**src/rtl/adc_seq_pkg.sv**
```systemverilog
package adc_seq_pkg;
  typedef enum logic [1:0] {
    MD_SINGLE    = 2'd0,
    MD_BURST     = 2'd1,
    MD_SCAN_ONCE = 2'd2,
    MD_SCAN_LOOP = 2'd3
  } seq_mode_e;

  typedef enum logic [1:0] {
    ST_IDLE = 2'd0,
    ST_REQ  = 2'd1,
    ST_WAIT = 2'd2
  } seq_state_e;
endpackage

```
**src/rtl/adc_chan_pick.sv**
```systemverilog
module adc_chan_pick #(
  parameter int NCH = 32,
  parameter int CW  = $clog2(NCH)
) (
  input  logic [NCH-1:0] mask,
  output logic           found,
  output logic [CW-1:0]  idx
);
  // lowest set bit wins: scan from the top so the last hit is the lowest
  always_comb begin
    found = 1'b0;
    idx   = '0;
    for (int i = NCH - 1; i >= 0; i--) begin
      if (mask[i]) begin
        found = 1'b1;
        idx   = CW'(i);
      end
    end
  end
endmodule

```
**src/rtl/adc_result_bank.sv**
```systemverilog
module adc_result_bank #(
  parameter int NCH = 32,
  parameter int CW  = $clog2(NCH),
  parameter int DW  = 12
) (
  input  logic          clk,
  input  logic          rst_n,
  input  logic          wr_en,
  input  logic [CW-1:0] wr_idx,
  input  logic [DW-1:0] wr_data,
  input  logic          rd_en,
  input  logic [CW-1:0] rd_idx,
  output logic [DW-1:0] rd_data,
  output logic          rd_valid,
  output logic          rd_overrun,
  output logic          any_valid,
  output logic          any_overrun
);
  logic [DW-1:0]  dat [NCH];
  logic [NCH-1:0] vld;
  logic [NCH-1:0] ovr;

  for (genvar g = 0; g < NCH; g++) begin : g_slot
    logic wr_hit, rd_hit;
    assign wr_hit = wr_en && (wr_idx == CW'(g));
    assign rd_hit = rd_en && (rd_idx == CW'(g));

    always_ff @(posedge clk) begin
      if (!rst_n) begin
        dat[g] <= '0;
        vld[g] <= 1'b0;
        ovr[g] <= 1'b0;
      end else if (wr_hit) begin
        dat[g] <= wr_data;
        vld[g] <= 1'b1;
        ovr[g] <= vld[g] && !rd_hit;
      end else if (rd_hit) begin
        vld[g] <= 1'b0;
        ovr[g] <= 1'b0;
      end
    end
  end

  assign rd_data     = dat[rd_idx];
  assign rd_valid    = vld[rd_idx];
  assign rd_overrun  = ovr[rd_idx];
  assign any_valid   = |vld;
  assign any_overrun = |ovr;

  p_write_sets_valid_r5: assert property (@(posedge clk) disable iff (!rst_n)
    wr_en |=> vld[$past(wr_idx)]);

  p_read_clears_r5: assert property (@(posedge clk) disable iff (!rst_n)
    (rd_en && !(wr_en && wr_idx == rd_idx)) |=> (!vld[$past(rd_idx)] && !ovr[$past(rd_idx)]));

  p_overwrite_flags_r6: assert property (@(posedge clk) disable iff (!rst_n)
    (wr_en && vld[wr_idx] && !(rd_en && rd_idx == wr_idx)) |=> ovr[$past(wr_idx)]);

  p_overrun_needs_valid_r6: assert property (@(posedge clk) disable iff (!rst_n)
    (ovr & ~vld) == '0);
endmodule

```
**src/rtl/adc_seq_ctrl.sv**
```systemverilog
module adc_seq_ctrl
  import adc_seq_pkg::*;
#(
  parameter int NCH       = 32,
  parameter int CW        = $clog2(NCH),
  parameter int BURST_THR = 8
) (
  input  logic           clk,
  input  logic           rst_n,
  input  logic           start_wr,
  input  logic           start_wdata,
  input  logic [1:0]     mode,
  input  logic [NCH-1:0] eff_mask,
  input  logic           eoc_clr,
  input  logic           slot0_rd,
  output logic           run,
  output logic [CW-1:0]  cur_chan,
  output logic           eoc,
  output logic           req_valid,
  input  logic           req_ready,
  output logic [CW-1:0]  req_chan,
  input  logic           rsp_valid,
  output logic           rsp_ready,
  output logic           wr_en,
  output logic [CW-1:0]  wr_idx,
  output logic           flush
);
  localparam int BW = $clog2(BURST_THR + 1);

  seq_mode_e      md;
  seq_state_e     state;
  logic [CW-1:0]  act;
  logic [BW-1:0]  bcnt, bnext;
  logic [NCH-1:0] above, next_mask;
  logic           first_found, next_found;
  logic [CW-1:0]  first_idx, next_idx;
  logic           abort, go, rsp_hs;

  assign md     = seq_mode_e'(mode);
  assign abort  = start_wr && !start_wdata;
  assign go     = start_wr && start_wdata && !run;
  assign rsp_hs = (state == ST_WAIT) && rsp_valid;

  always_comb begin
    for (int i = 0; i < NCH; i++) above[i] = (i > int'(act));
  end
  assign next_mask = eff_mask & above;

  adc_chan_pick #(.NCH(NCH), .CW(CW)) i_first (
    .mask(eff_mask), .found(first_found), .idx(first_idx));
  adc_chan_pick #(.NCH(NCH), .CW(CW)) i_next (
    .mask(next_mask), .found(next_found), .idx(next_idx));

  always_comb begin
    if (slot0_rd)                         bnext = BW'(1);
    else if (bcnt >= BW'(BURST_THR))      bnext = bcnt;
    else                                  bnext = bcnt + 1'b1;
  end

  always_ff @(posedge clk) begin
    if (!rst_n) begin
      state <= ST_IDLE;
      run   <= 1'b0;
      act   <= '0;
      eoc   <= 1'b0;
      bcnt  <= '0;
    end else begin
      if (eoc_clr)  eoc  <= 1'b0;
      if (slot0_rd) bcnt <= '0;
      if (abort) begin
        run   <= 1'b0;
        state <= ST_IDLE;
      end else begin
        if (go) begin
          run  <= 1'b1;
          bcnt <= '0;
        end
        unique case (state)
          ST_IDLE: begin
            if (run) begin
              if (first_found) begin
                state <= ST_REQ;
                act   <= first_idx;
              end else begin
                run <= 1'b0;
              end
            end
          end
          ST_REQ: begin
            if (req_ready) state <= ST_WAIT;
          end
          ST_WAIT: begin
            if (rsp_valid) begin
              unique case (md)
                MD_SINGLE: begin
                  eoc   <= 1'b1;
                  run   <= 1'b0;
                  state <= ST_IDLE;
                end
                MD_BURST: begin
                  bcnt <= bnext;
                  if (bnext >= BW'(BURST_THR)) eoc <= 1'b1;
                  if (first_found) begin
                    act   <= first_idx;
                    state <= ST_REQ;
                  end else begin
                    run   <= 1'b0;
                    state <= ST_IDLE;
                  end
                end
                default: begin
                  if (next_found) begin
                    act   <= next_idx;
                    state <= ST_REQ;
                  end else begin
                    eoc <= 1'b1;
                    if (md == MD_SCAN_ONCE || !first_found) begin
                      run   <= 1'b0;
                      state <= ST_IDLE;
                    end else begin
                      act   <= first_idx;
                      state <= ST_REQ;
                    end
                  end
                end
              endcase
            end
          end
          default: state <= ST_IDLE;
        endcase
      end
    end
  end

  assign req_valid = (state == ST_REQ);
  assign rsp_ready = (state == ST_WAIT);
  assign req_chan  = act;
  assign cur_chan  = (state == ST_IDLE) ? (first_found ? first_idx : '0) : act;
  assign wr_en     = rsp_hs && !abort;
  assign wr_idx    = (md == MD_BURST) ? '0 : act;
  assign flush     = abort;

  p_single_autostop_r1: assert property (@(posedge clk) disable iff (!rst_n)
    (rsp_hs && md == MD_SINGLE && !start_wr) |=> (!run && eoc));

  p_once_autostop_r2: assert property (@(posedge clk) disable iff (!rst_n)
    (rsp_hs && md == MD_SCAN_ONCE && !next_found && !start_wr) |=> (!run && eoc));

  p_loop_keeps_running_r3: assert property (@(posedge clk) disable iff (!rst_n)
    (run && state != ST_IDLE && md == MD_SCAN_LOOP && !start_wr) |=> run);

  p_eoc_w1c_r10: assert property (@(posedge clk) disable iff (!rst_n)
    (eoc_clr && !rsp_hs) |=> !eoc);

  p_stop_idle_r11: assert property (@(posedge clk) disable iff (!rst_n)
    abort |=> (!run && !req_valid && !rsp_ready));

  p_req_hold_r13: assert property (@(posedge clk) disable iff (!rst_n)
    (req_valid && !req_ready && !start_wr) |=> (req_valid && $stable(req_chan)));
endmodule

```
**src/rtl/adc_seq_top.sv**
```systemverilog
module adc_seq_top #(
  parameter int              NCH        = 32,
  parameter int              CW         = $clog2(NCH),
  parameter int              DW         = 12,
  parameter int              BURST_THR  = 8,
  parameter logic [NCH-1:0]  LEGAL_MASK = 32'h2000_FFFF
) (
  input  logic           clk,
  input  logic           rst_n,
  input  logic           start_wr,
  input  logic           start_wdata,
  input  logic [1:0]     mode,
  input  logic [NCH-1:0] chan_mask,
  input  logic           diff_en,
  input  logic           signed_fmt,
  input  logic           eoc_clr,
  input  logic           rd_en,
  input  logic [CW-1:0]  rd_slot,
  output logic [DW-1:0]  rd_data,
  output logic           rd_valid,
  output logic           rd_overrun,
  output logic           busy,
  output logic [CW-1:0]  cur_chan,
  output logic           eoc,
  output logic           any_valid,
  output logic           any_overrun,
  output logic           req_valid,
  input  logic           req_ready,
  output logic [CW-1:0]  req_chan,
  input  logic           rsp_valid,
  output logic           rsp_ready,
  input  logic [DW-1:0]  rsp_data,
  output logic           conv_flush
);
  function automatic logic [NCH-1:0] even_bits();
    logic [NCH-1:0] v;
    for (int i = 0; i < NCH; i++) v[i] = (i % 2 == 0);
    return v;
  endfunction

  localparam logic [NCH-1:0] EVEN_MASK = even_bits();
  localparam logic [DW-1:0]  MSB_FLIP  = DW'(1) << (DW - 1);

  logic [NCH-1:0] eff_mask;
  logic [DW-1:0]  wr_data;
  logic           wr_en, slot0_rd;
  logic [CW-1:0]  wr_idx;

  assign eff_mask = chan_mask & LEGAL_MASK & (diff_en ? EVEN_MASK : '1);
  assign wr_data  = rsp_data ^ ((diff_en && signed_fmt) ? MSB_FLIP : '0);
  assign slot0_rd = rd_en && (rd_slot == '0);

  adc_seq_ctrl #(.NCH(NCH), .CW(CW), .BURST_THR(BURST_THR)) i_ctrl (
    .clk(clk), .rst_n(rst_n),
    .start_wr(start_wr), .start_wdata(start_wdata),
    .mode(mode), .eff_mask(eff_mask), .eoc_clr(eoc_clr), .slot0_rd(slot0_rd),
    .run(busy), .cur_chan(cur_chan), .eoc(eoc),
    .req_valid(req_valid), .req_ready(req_ready), .req_chan(req_chan),
    .rsp_valid(rsp_valid), .rsp_ready(rsp_ready),
    .wr_en(wr_en), .wr_idx(wr_idx), .flush(conv_flush));

  adc_result_bank #(.NCH(NCH), .CW(CW), .DW(DW)) i_bank (
    .clk(clk), .rst_n(rst_n),
    .wr_en(wr_en), .wr_idx(wr_idx), .wr_data(wr_data),
    .rd_en(rd_en), .rd_idx(rd_slot),
    .rd_data(rd_data), .rd_valid(rd_valid), .rd_overrun(rd_overrun),
    .any_valid(any_valid), .any_overrun(any_overrun));

  p_legal_chan_r7: assert property (@(posedge clk) disable iff (!rst_n)
    req_valid |-> LEGAL_MASK[req_chan]);

  p_diff_even_r8: assert property (@(posedge clk) disable iff (!rst_n)
    (req_valid && diff_en) |-> !req_chan[0]);

  p_busy_follows_start_r9: assert property (@(posedge clk) disable iff (!rst_n)
    (start_wr && start_wdata) |=> busy);

  p_idle_no_request_r9: assert property (@(posedge clk) disable iff (!rst_n)
    !busy |-> (!req_valid && !rsp_ready));
endmodule

```
**config.mk**
```make
export PLATFORM = sky130hd
export DESIGN_NAME = adc_seq_top
export DESIGN_NICKNAME = d
export VERILOG_FILES = /design/src/rtl/adc_seq_pkg.sv /design/src/rtl/adc_chan_pick.sv /design/src/rtl/adc_result_bank.sv /design/src/rtl/adc_seq_ctrl.sv /design/src/rtl/adc_seq_top.sv
export SDC_FILE = /design/constraint.sdc
export NUM_CORES = 1
export LEC_CHECK = 0
export ABC_CLOCK_PERIOD_IN_PS = 2820
export BUFFER_PORTS_ARGS = -buffer_cell sky130_fd_sc_hd__buf_2
export CORE_MARGIN = 2
export CORE_UTILIZATION = 40
export DETAILED_ROUTE_END_ITERATION = 7
export REMOVE_ABC_BUFFERS = 1
export SLEW_MARGIN = 20
export SYNTH_ARGS = -nofsm -noshare
export SYNTH_HDL_FRONTEND = slang
export SYNTH_SLANG_ARGS = --single-unit
```
**constraint.sdc**
```tcl
create_clock -name clk -period 2.82 [get_ports clk]
set_clock_uncertainty 0.05 [all_clocks]
set_input_delay 0.141 -clock clk [delete_from_list [all_inputs] [get_ports clk]]
set_output_delay 0.141 -clock clk [all_outputs]
set_load 0.005 [all_outputs]
```
# Yosys cells after proc, flatten, opt, wreduce, memory -nomap -nowiden
# Memory sizes are Yosys's and may differ from the RTL's.
# Index checks and enable logic that the tools add are counted.
[word_totals]
regBits = 77
ram_bits = 384
input_bits = 61
out_inout_bits = 31
elab_cells = 796
memories = 1
[classes]
addsub = 1
n_lt_le_gt_ge = 34
eq_ne = 72
n_mux = 401
bitwise = 37
reduce_logical = 181
[memory_table]
columns = ["name", "depth", "width", "rd", "rd_ports_with_merged_regs", "write_ports", "line", "text"]
rows = [
  ["i_bank.dat", 32, 12, 1, 0, 32, "adc_result_bank.sv:19", "logic [DW-1:0] dat [NCH];"],
]
[ops]
columns = ["operator", "n"]
rows = [
  ["two-way mux 12 bit", 33],
  ["two-way mux 5 bit", 72],
  ["two-way mux 1 bit", 273],
  ["equality test 5 bit (second input constant)", 32],
  ["logical AND 1 bit", 102],
  ["equality test 5 x 4 -> 1 bit (second input constant)", 16],
  ["greater-than comparator 5 bit (first input constant)", 16],
  ["nonzero test 2 bit", 33],
  ["OR reduction 32 bit", 2],
  ["equality test 5 x 3 -> 1 bit (second input constant)", 8],
  ["greater-than comparator 4 x 5 -> 1 bit (first input constant)", 8],
  ["zero test 1 bit", 36],
  ["bitwise AND 30 x 32 -> 32 bit", 1],
  ["bitwise AND 32 bit", 1],
  ["two-way mux 32 bit", 1],
  ["two-way mux 4 bit", 8],
  ["OR 1 bit", 32],
  ["equality test 5 x 2 -> 1 bit (second input constant)", 4],
  ["greater-than comparator 3 x 5 -> 1 bit (first input constant)", 4],
  ["one-hot mux 5 bit (2 select lines)", 2],
  ["bitwise XOR 12 bit", 1],
  ["binary-select mux 1 bit (select 5 bit)", 2],
  ["equality test 5 x 1 -> 1 bit (second input constant)", 2],
  ["greater-than comparator 2 x 5 -> 1 bit (first input constant)", 2],
  ["other kinds (20)", 35],
]

# Depth between registers and ports, before layout
# Gate-level depths: netlist of the first run.
[logic_depth]
depth_word = 41
depth_mapped = 11
mapped_depth_nobuf = 8

# Cells and area by module
# A second synthesis of the first run with hierarchy kept.
[unflattened]
hier_cells = 1921
hier_area_um2 = 23173.5
[modules_own_cells]
columns = ["module", "n_inst", "cells_each", "area_per_inst_um2", "seq_area_each_um2"]
rows = [
  ["adc_result_bank", 1, 1589, 20973.9, 12812.3],
  ["adc_seq_ctrl", 1, 188, 1366.3, 260.2],
  ["adc_chan_pick", 2, 65, 370.4, 0.0],
  ["adc_seq_top", 1, 14, 92.6, 0.0],
]

# Least setup slack after synthesis of the first run
# OpenSTA, ideal clock, no wires.
[synth_timing]
path_type = "reg-to-reg"
from = "register i_ctrl.state[1]"
to = "memory i_bank.dat[24][0], enable pin"
setup_ns = 0.398
arrival_time_ns = 2.275
required_time_ns = 2.372
path_slack_ns = 0.097
path_stages_with_launch = 9
n_path_buf = 3
synth_period_minus_slack_ns = 2.723
path_cell_list = "dfxtp_1 > buf_4 > nor2b_1 > buf_2 > nand3_4 > nor3_1 > nand2_1 > clkbuf_1 > o21ai_0"
[synth_rtl]
columns = ["item", "line", "text"]
rows = [
  ["start, declared", "adc_seq_ctrl.sv:31", "seq_state_e state;"],
  ["start signal, assigned", "adc_seq_ctrl.sv:62", "state <= ST_IDLE;"],
  ["start signal, assigned", "adc_seq_ctrl.sv:72", "state <= ST_IDLE;"],
  ["start signal, assigned", "adc_seq_ctrl.sv:82", "state <= ST_REQ;"],
  ["end, declared", "adc_result_bank.sv:19", ""],
]

# Worst setup path in the final report of the first run
[layout_timing]
from = "memory i_bank.dat[31][3]"
to = "output port rd_data[3]"
[layout_via]
elab_chain_cells = 1
[layout_lines]
columns = ["item", "line", "text"]
rows = [
  ["memory (32 x 12 bit)", "-", ""],
  ["end, declared", "adc_seq_top.sv:19", "output logic [DW-1:0] rd_data,"],
]
# Every way passes these cells.

==> flow_summary_export.csv, run 1 <==
group,metric,value,unit
outcome,status,"finished clean",
drt,drt_iter0_drc,1384,
grt,grt-ovfl-total,0,
timing,fin_hold_ws,0.0635,ns
floorplan,coreArea,0.0553,mm²
cells_and_area,antenna_cells,0,
drt,post_drt_wl_per_cell,24.1,µm
timing,rsz0062_at_grt,"no",
drt,num_vias,14825,
timing,post-route-period-util,96.7,%
grt,grt_max_degree,79,
worst_setup_path,crit_type,"reg2out",
worst_hold_path,holdCritPathClass,"in2reg",
grt,grt_pass1_wl,96200,µm
grt,antenna_found_initial,0,
place,place_congestion,0.917,
clocking,cts_buffers,51,
clocking,htreeDepth,2,
timing,tightest_slew,0.763,ns
drt,wl,63300,µm
worst_setup_path,cpPeakStageDelay,0.55,ns
drt,vias_per_cell,5.65,
cells_and_area,fin_util,47.0,%
drt,route.detailed.drc,0,
worst_setup_path,setup.worst_path.start_class,"register",
synth,syn_inst,1720,
run,maxCapViolCount,0,
synth,synthesis.area,0.0224,mm²
clocking,cts_setup_buffers,0,
synth,synth_seq_area_share,58.3,%
synth,yosys.cell_types.count,63,
grt,grt_pass1_vias,15122,
clocking,root_buffer,"clkbuf_16",
drt,ant_nets,0,
floorplan,die_h,241,µm
cells_and_area,nFillCells,4931,
worst_setup_path,path_delay_family,"multiplexers",
timing,setup_viol_count_final,0,
worst_setup_path,cpMostUsedCell,"mux4_2",
worst_setup_path,critPathRequiredTime,2.63,ns
worst_setup_path,cp_cell_sequence,"mux4_2, mux4_2, mux2_2, buf_2",
cells_and_area,nets,1898,
place,dp_hpwl,42700,µm
floorplan,die_w,241,µm
synth,synth.top_cell.area_share,51.4,%
cells_and_area,drive_gt1_share,24.1,%
worst_setup_path,cp_max_fo,1,
pwr,power.density,586,mW/mm²
synth,async_flop_share,0,%
clocking,cts.sinks,461,
cells_and_area,area_growth,15.9,%
clocking,cts_tree,"yes",
pwr,power.leakage,9.81,nW
timing,fin_crit,2.73,ns
clocking,cts_resized,0,
worst_setup_path,arrival,2.53,ns
floorplan,initial_core_util,40.5,%
drt,dr.pass1.iters,5,
floorplan,rows,86,
worst_setup_path,worst-path-buf-inv,1,
worst_setup_path,end_kind,"output pin",
synth,synth_area_leaders,"edfxtp_1, mux4_2, and2_1, dfxtp_1, and3_1",
pwr,total_power,15.2,mW
clocking,cts_buffer_depth,3,
timing,max_slew_margin,49.1,%
timing,finalMaxSlewViolations,0,
timing,final_hold_viol_count,0,
cells_and_area,final_area,0.0260,mm²
grt,track_usage,22.4,%
synth,ys_ff_latch,461,
clocking,clk_latency,0.59,ns
cells_and_area,regArea,0.0131,mm²
timing,max_freq,367,MHz
worst_setup_path,crit_path_top_delay_cell,"mux4_2",
pwr,ir_worst_vdd,0.000454,V
synth,yosys.area.top_type,"edfxtp_1",
synth,yosys_warnings,0,
synth,synthFlopType,"edfxtp_1",
synth,synth-edff-count,384,
place,io_buffers,76,
floorplan,die_area,0.0580,mm²
place,dpl_cell_area,0.0243,mm²
cells_and_area,multi_input_area,0.00870,mm²
floorplan,ios,92,
clocking,clkTransAtPathRegs,0.06,ns
synth,syn_avg_cell_area,13.0,µm²
## cells by family (layout without fill, tap and decap cells)
group | count (synthesis) | after routing | synth area share (%)
compound gates | 210 | 210 | 5.50
xor+xnor | 1 | 1 | 0.0391
flops | 461 | 461 | 58.3
fa+ha+maj | 2 | 2 | 0.112
mux | 172 | 172 | 15.6
simple gates | 712 | 712 | 17.5
buf+inv | 162 | 319 | 2.95
## worst paths after layout
path	slack, ns	depth (start not counted)	end	start
worst min register to register	0.44	2	i_bank.ovr[10]	i_bank.ovr[10]
worst max-delay path	0.09	4	rd_data[3]	i_bank.dat[31][3]
worst min-delay path	0.06	5	i_ctrl.bcnt[3]	mode[1]
worst max register to register	0.22	8	i_ctrl.req_chan[4]	i_ctrl.req_chan[0]
## stage by stage
stage | setup TNS, ns | cells | setup slack (ns)
final | 0 | 2625 | 0.0944
after global routing | 0 | 2625 | 0.0481
after CTS | 0 | 2625 | 0.0727
after detailed placement | 0 | 2519 | 0.247
after global placement | 0 | 2519 | 0.242
after floorplan | -2.30 | 1572 | -0.0578
## cell usage after synthesis (all sizes together) (6+ instances only)
cell type	n
nand2b	12
nor3	40
nand2	108
buf	47
and3	81
mux4	140
nand3	19
and2	279
nor2b	16
or2	11
a21boi	9
clkbuf	101
nor4	23
nor2	103
nand4	8
edfxtp	384
mux2	15
dfxtp	77
o21ai	90
mux2i	17
a21oi	64
inv	14
nor3b	6
## final cells by class
class | instances | share of cell area (%)
Sequential cell | 461 | 50.3
Timing Repair Buffer | 210 | 6.30
Inverter | 14 | 0.202
Clock buffer | 67 | 5.26
Multi-Input combinational cell | 1097 | 33.5
Tap cell | 748 | 3.60
Clock inverter | 28 | 0.848
## power breakdown
group / switching, mW / internal, mW / leakage (nW)
sequential: 0.0588 / 7.54 / 4.58
combinational: 0.747 / 0.496 / 4.45
clock: 2.76 / 3.62 / 0.771
total: 3.57 / 11.7 / 9.81
## repair_timing
action / CTS / global route
hold buffers: 11 / 0
endpoints found under the setup margin: 0 / 0
hold endpoints to repair: 15 / 0
## metal layers
metal	routed length, µm	global-route usage [%]	share of wire (%)
met1	27700	31.7	44
met2	29800	36.0	47
met3	4420	4.03	7.0
met4	1400	6.02	2.2
met5	0	0	0
## worst min-delay path, stage by stage
cell and delay [ns]:
buf_2 0.11, nand2b_1 0.15, nor2_1 0.09, a21oi_1 0.11, nor2_1 0.05
## cells in the final DEF (no fill, tap or decap), drive strengths merged, types with 12 or more instances in the layout
master | synthesis | layout
nor2b | 16 | 16
nand2b | 12 | 12
o21ai | 90 | 90
nor2 | 103 | 103
edfxtp | 384 | 384
mux2 | 15 | 15
clkinv | 0 | 19
mux2i | 17 | 17
inv | 14 | 19
nand2 | 108 | 108
a21oi | 64 | 64
nor4 | 23 | 23
dfxtp | 77 | 77
nand3 | 19 | 19
and2 | 279 | 279
nor3 | 40 | 40
clkbuf | 101 | 67
mux4 | 140 | 140
and3 | 81 | 81
buf | 47 | 199
## sequential cells by signal, summed over array words and instances, names as in the netlist
name	flops
i_bank.dat	384
i_bank.ovr	32
i_bank.vld	32
i_ctrl.bcnt	4
i_ctrl.eoc	1
i_ctrl.req_chan	5
i_ctrl.run	1
i_ctrl.state	2
Power figures use the tool's default switching activity.
==> inputs of run 2 (changes only) <==
- CORE_UTILIZATION: 40 -> 56
- PLACE_DENSITY: not set -> 0.76
==> flow_summary_export.csv, run 2 (synthesized netlist as in run 1, its figures left out) <==
group,metric,value,unit
grt,grt-ovfl-total,0,
floorplan,ios,92,
drt,drt_iter0_drc,1694,
floorplan,rows,73,
worst_setup_path,cp_max_fo,1,
timing,rsz0062_at_grt,"no",
grt,grt_pass1_vias,14662,
timing,fin_hold_ws,0.0456,ns
timing,fin_ws,0.101,ns
cells_and_area,layout_common_cells,"edfxtp_1, and2_1, mux4_2",
timing,post-route-period-util,96.4,%
clocking,cts_buffer_depth,3,
floorplan,initial_core_util,56.6,%
cells_and_area,nets,1873,
pwr,total_power,15.2,mW
grt,track_usage,29.5,%
cells_and_area,top_register,"i_bank.dat",
cells_and_area,antenna_cells,0,
cells_and_area,final_common_cell,"edfxtp_1",
timing,fin_crit,2.72,ns
cells_and_area,nFillCells,2905,
pwr,pwr-share-comb,7.9,%
drt,ant_nets,0,
pwr,switching_share,22.6,%
drt,wl_met1,23300,µm
floorplan,die_h,204,µm
place,place_congestion,0.984,
worst_setup_path,crit_type,"reg2out",
drt,route.detailed.drc,0,
place,dp_hpwl,39500,µm
clocking,clkTransAtPathRegs,0.06,ns
timing,max_freq,368,MHz
pwr,p_int,11.8,mW
place,post-place-cells,2276,
floorplan,die_w,204,µm
drt,wl,60300,µm
timing,max_slew_margin,51.2,%
worst_setup_path,critPathRequiredTime,2.63,ns
timing,setup_viol_count_final,0,
pwr,power_frac_seq,49.9,%
clocking,root_buffer,"clkbuf_16",
clocking,cts_buffers,48,
pwr,ir_worst_vdd,0.000435,V
cells_and_area,fin_util,64.1,%
cells_and_area,largest_reg_flops,384,
cells_and_area,final_cells,2373,
pwr,pwr-share-clk,42.2,%
worst_hold_path,holdCritPathClass,"in2reg",
place,pre_cts_ws,0.239,ns
outcome,status,"finished clean",
timing,tightest_slew,0.731,ns
pwr,power.leakage,9.67,nW
clocking,clk_latency,0.57,ns
grt,grt_pass1_wl,90900,µm
grt,grt_max_degree,61,
floorplan,die_area,0.0417,mm²
grt,antenna_found_initial,3,
worst_setup_path,setup.worst_path.start_class,"register",
clocking,cts_setup_buffers,0,
cells_and_area,area_growth,13.4,%
cells_and_area,reg_top3,"i_bank.dat (384), i_bank.ovr (32), i_bank.vld (32)",
place,io_buffers,76,
run,maxCapViolCount,0,
clocking,cts.sinks,461,
worst_setup_path,arrival,2.53,ns
clocking,htreeDepth,2,
timing,final_hold_viol_count,0,
timing,finalMaxSlewViolations,0,
drt,dr.pass1.iters,7,
drt,top_layer_used,"met5",
worst_setup_path,end_kind,"output pin",
drt,dr_wl_met3,6230,µm
drt,num_vias,15035,
floorplan,coreArea,0.0396,mm²
clocking,cts_tree,"yes",
cells_and_area,drive_gt1_share,23.6,%
pwr,p_switching,3.45,mW
drt,vias_per_cell,6.34,
drt,post_drt_wl_per_cell,25.4,µm
pwr,power.density,599,mW/mm²
drt,dr_wl_met2,28900,µm
[run 2: metal layers]
| metal | track usage [%] | up-vias |
|---|---|---|
| li1 | - | 6591 |
| met3 | 6.51 | 109 |
| met2 | 47.2 | 817 |
| met4 | 9.39 | 6 |
| met5 | 0 | - |
| met1 | 40.7 | 7512 |
[run 2: what timing repair did]
item	4_1_cts	5_1_grt
hold endpoints to repair	8	0
hold buffers	9	0
resized for setup	0	3
endpoints found under the setup margin	0	12
[run 2: power by group through the flow]
stage / logic (mW) / registers (mW) / clock network [mW]
2_1_floorplan: 0.544 / 7.72 / 0
3_3_place_gp: 1.16 / 7.73 / 0
3_5_place_dp: 1.18 / 7.74 / 0
4_1_cts: 1.19 / 7.60 / 6.48
5_1_grt: 1.26 / 7.61 / 6.76
6_report: 1.20 / 7.60 / 6.43
[run 2: cell type report]
type	count	area (µm²)	share of cell area (%)
clock buffer	67	1290	5.08
clock inverter	21	292	1.15
inverter	14	52.6	0.207
multi-input combinational	1097	8700	34.2
sequential	461	13100	51.4
tap	525	657	2.58
timing repair buffer	188	1360	5.33
[run 2: final timing paths]
path                                        start           endpoint  depth (start not counted)  slack, ns
worst max-delay path            i_bank.dat[15][6]         rd_data[6]                          4       0.10
worst min-delay path                   rd_slot[4]     i_bank.ovr[16]                          3       0.05
worst max register to register    i_ctrl.state[0]  i_bank.dat[16][3]                          7       0.20
worst min register to register     i_bank.ovr[18]     i_bank.ovr[18]                          2       0.44
[run 2: per-stage QoR]
step / TNS, ns / area (µm²)
after floorplan: -2.30 / 21800
after global placement: 0 / 23700
after detailed placement: 0 / 23700
after CTS: 0 / 25400
after global routing: 0 / 25400
final: 0 / 25400
[run 2: critical path, cell delays in order (launching register included)]
cell and delay [ns]:
edfxtp_1 0.37, mux4_2 0.54, mux4_2 0.56, mux2_2 0.34, buf_2 0.14
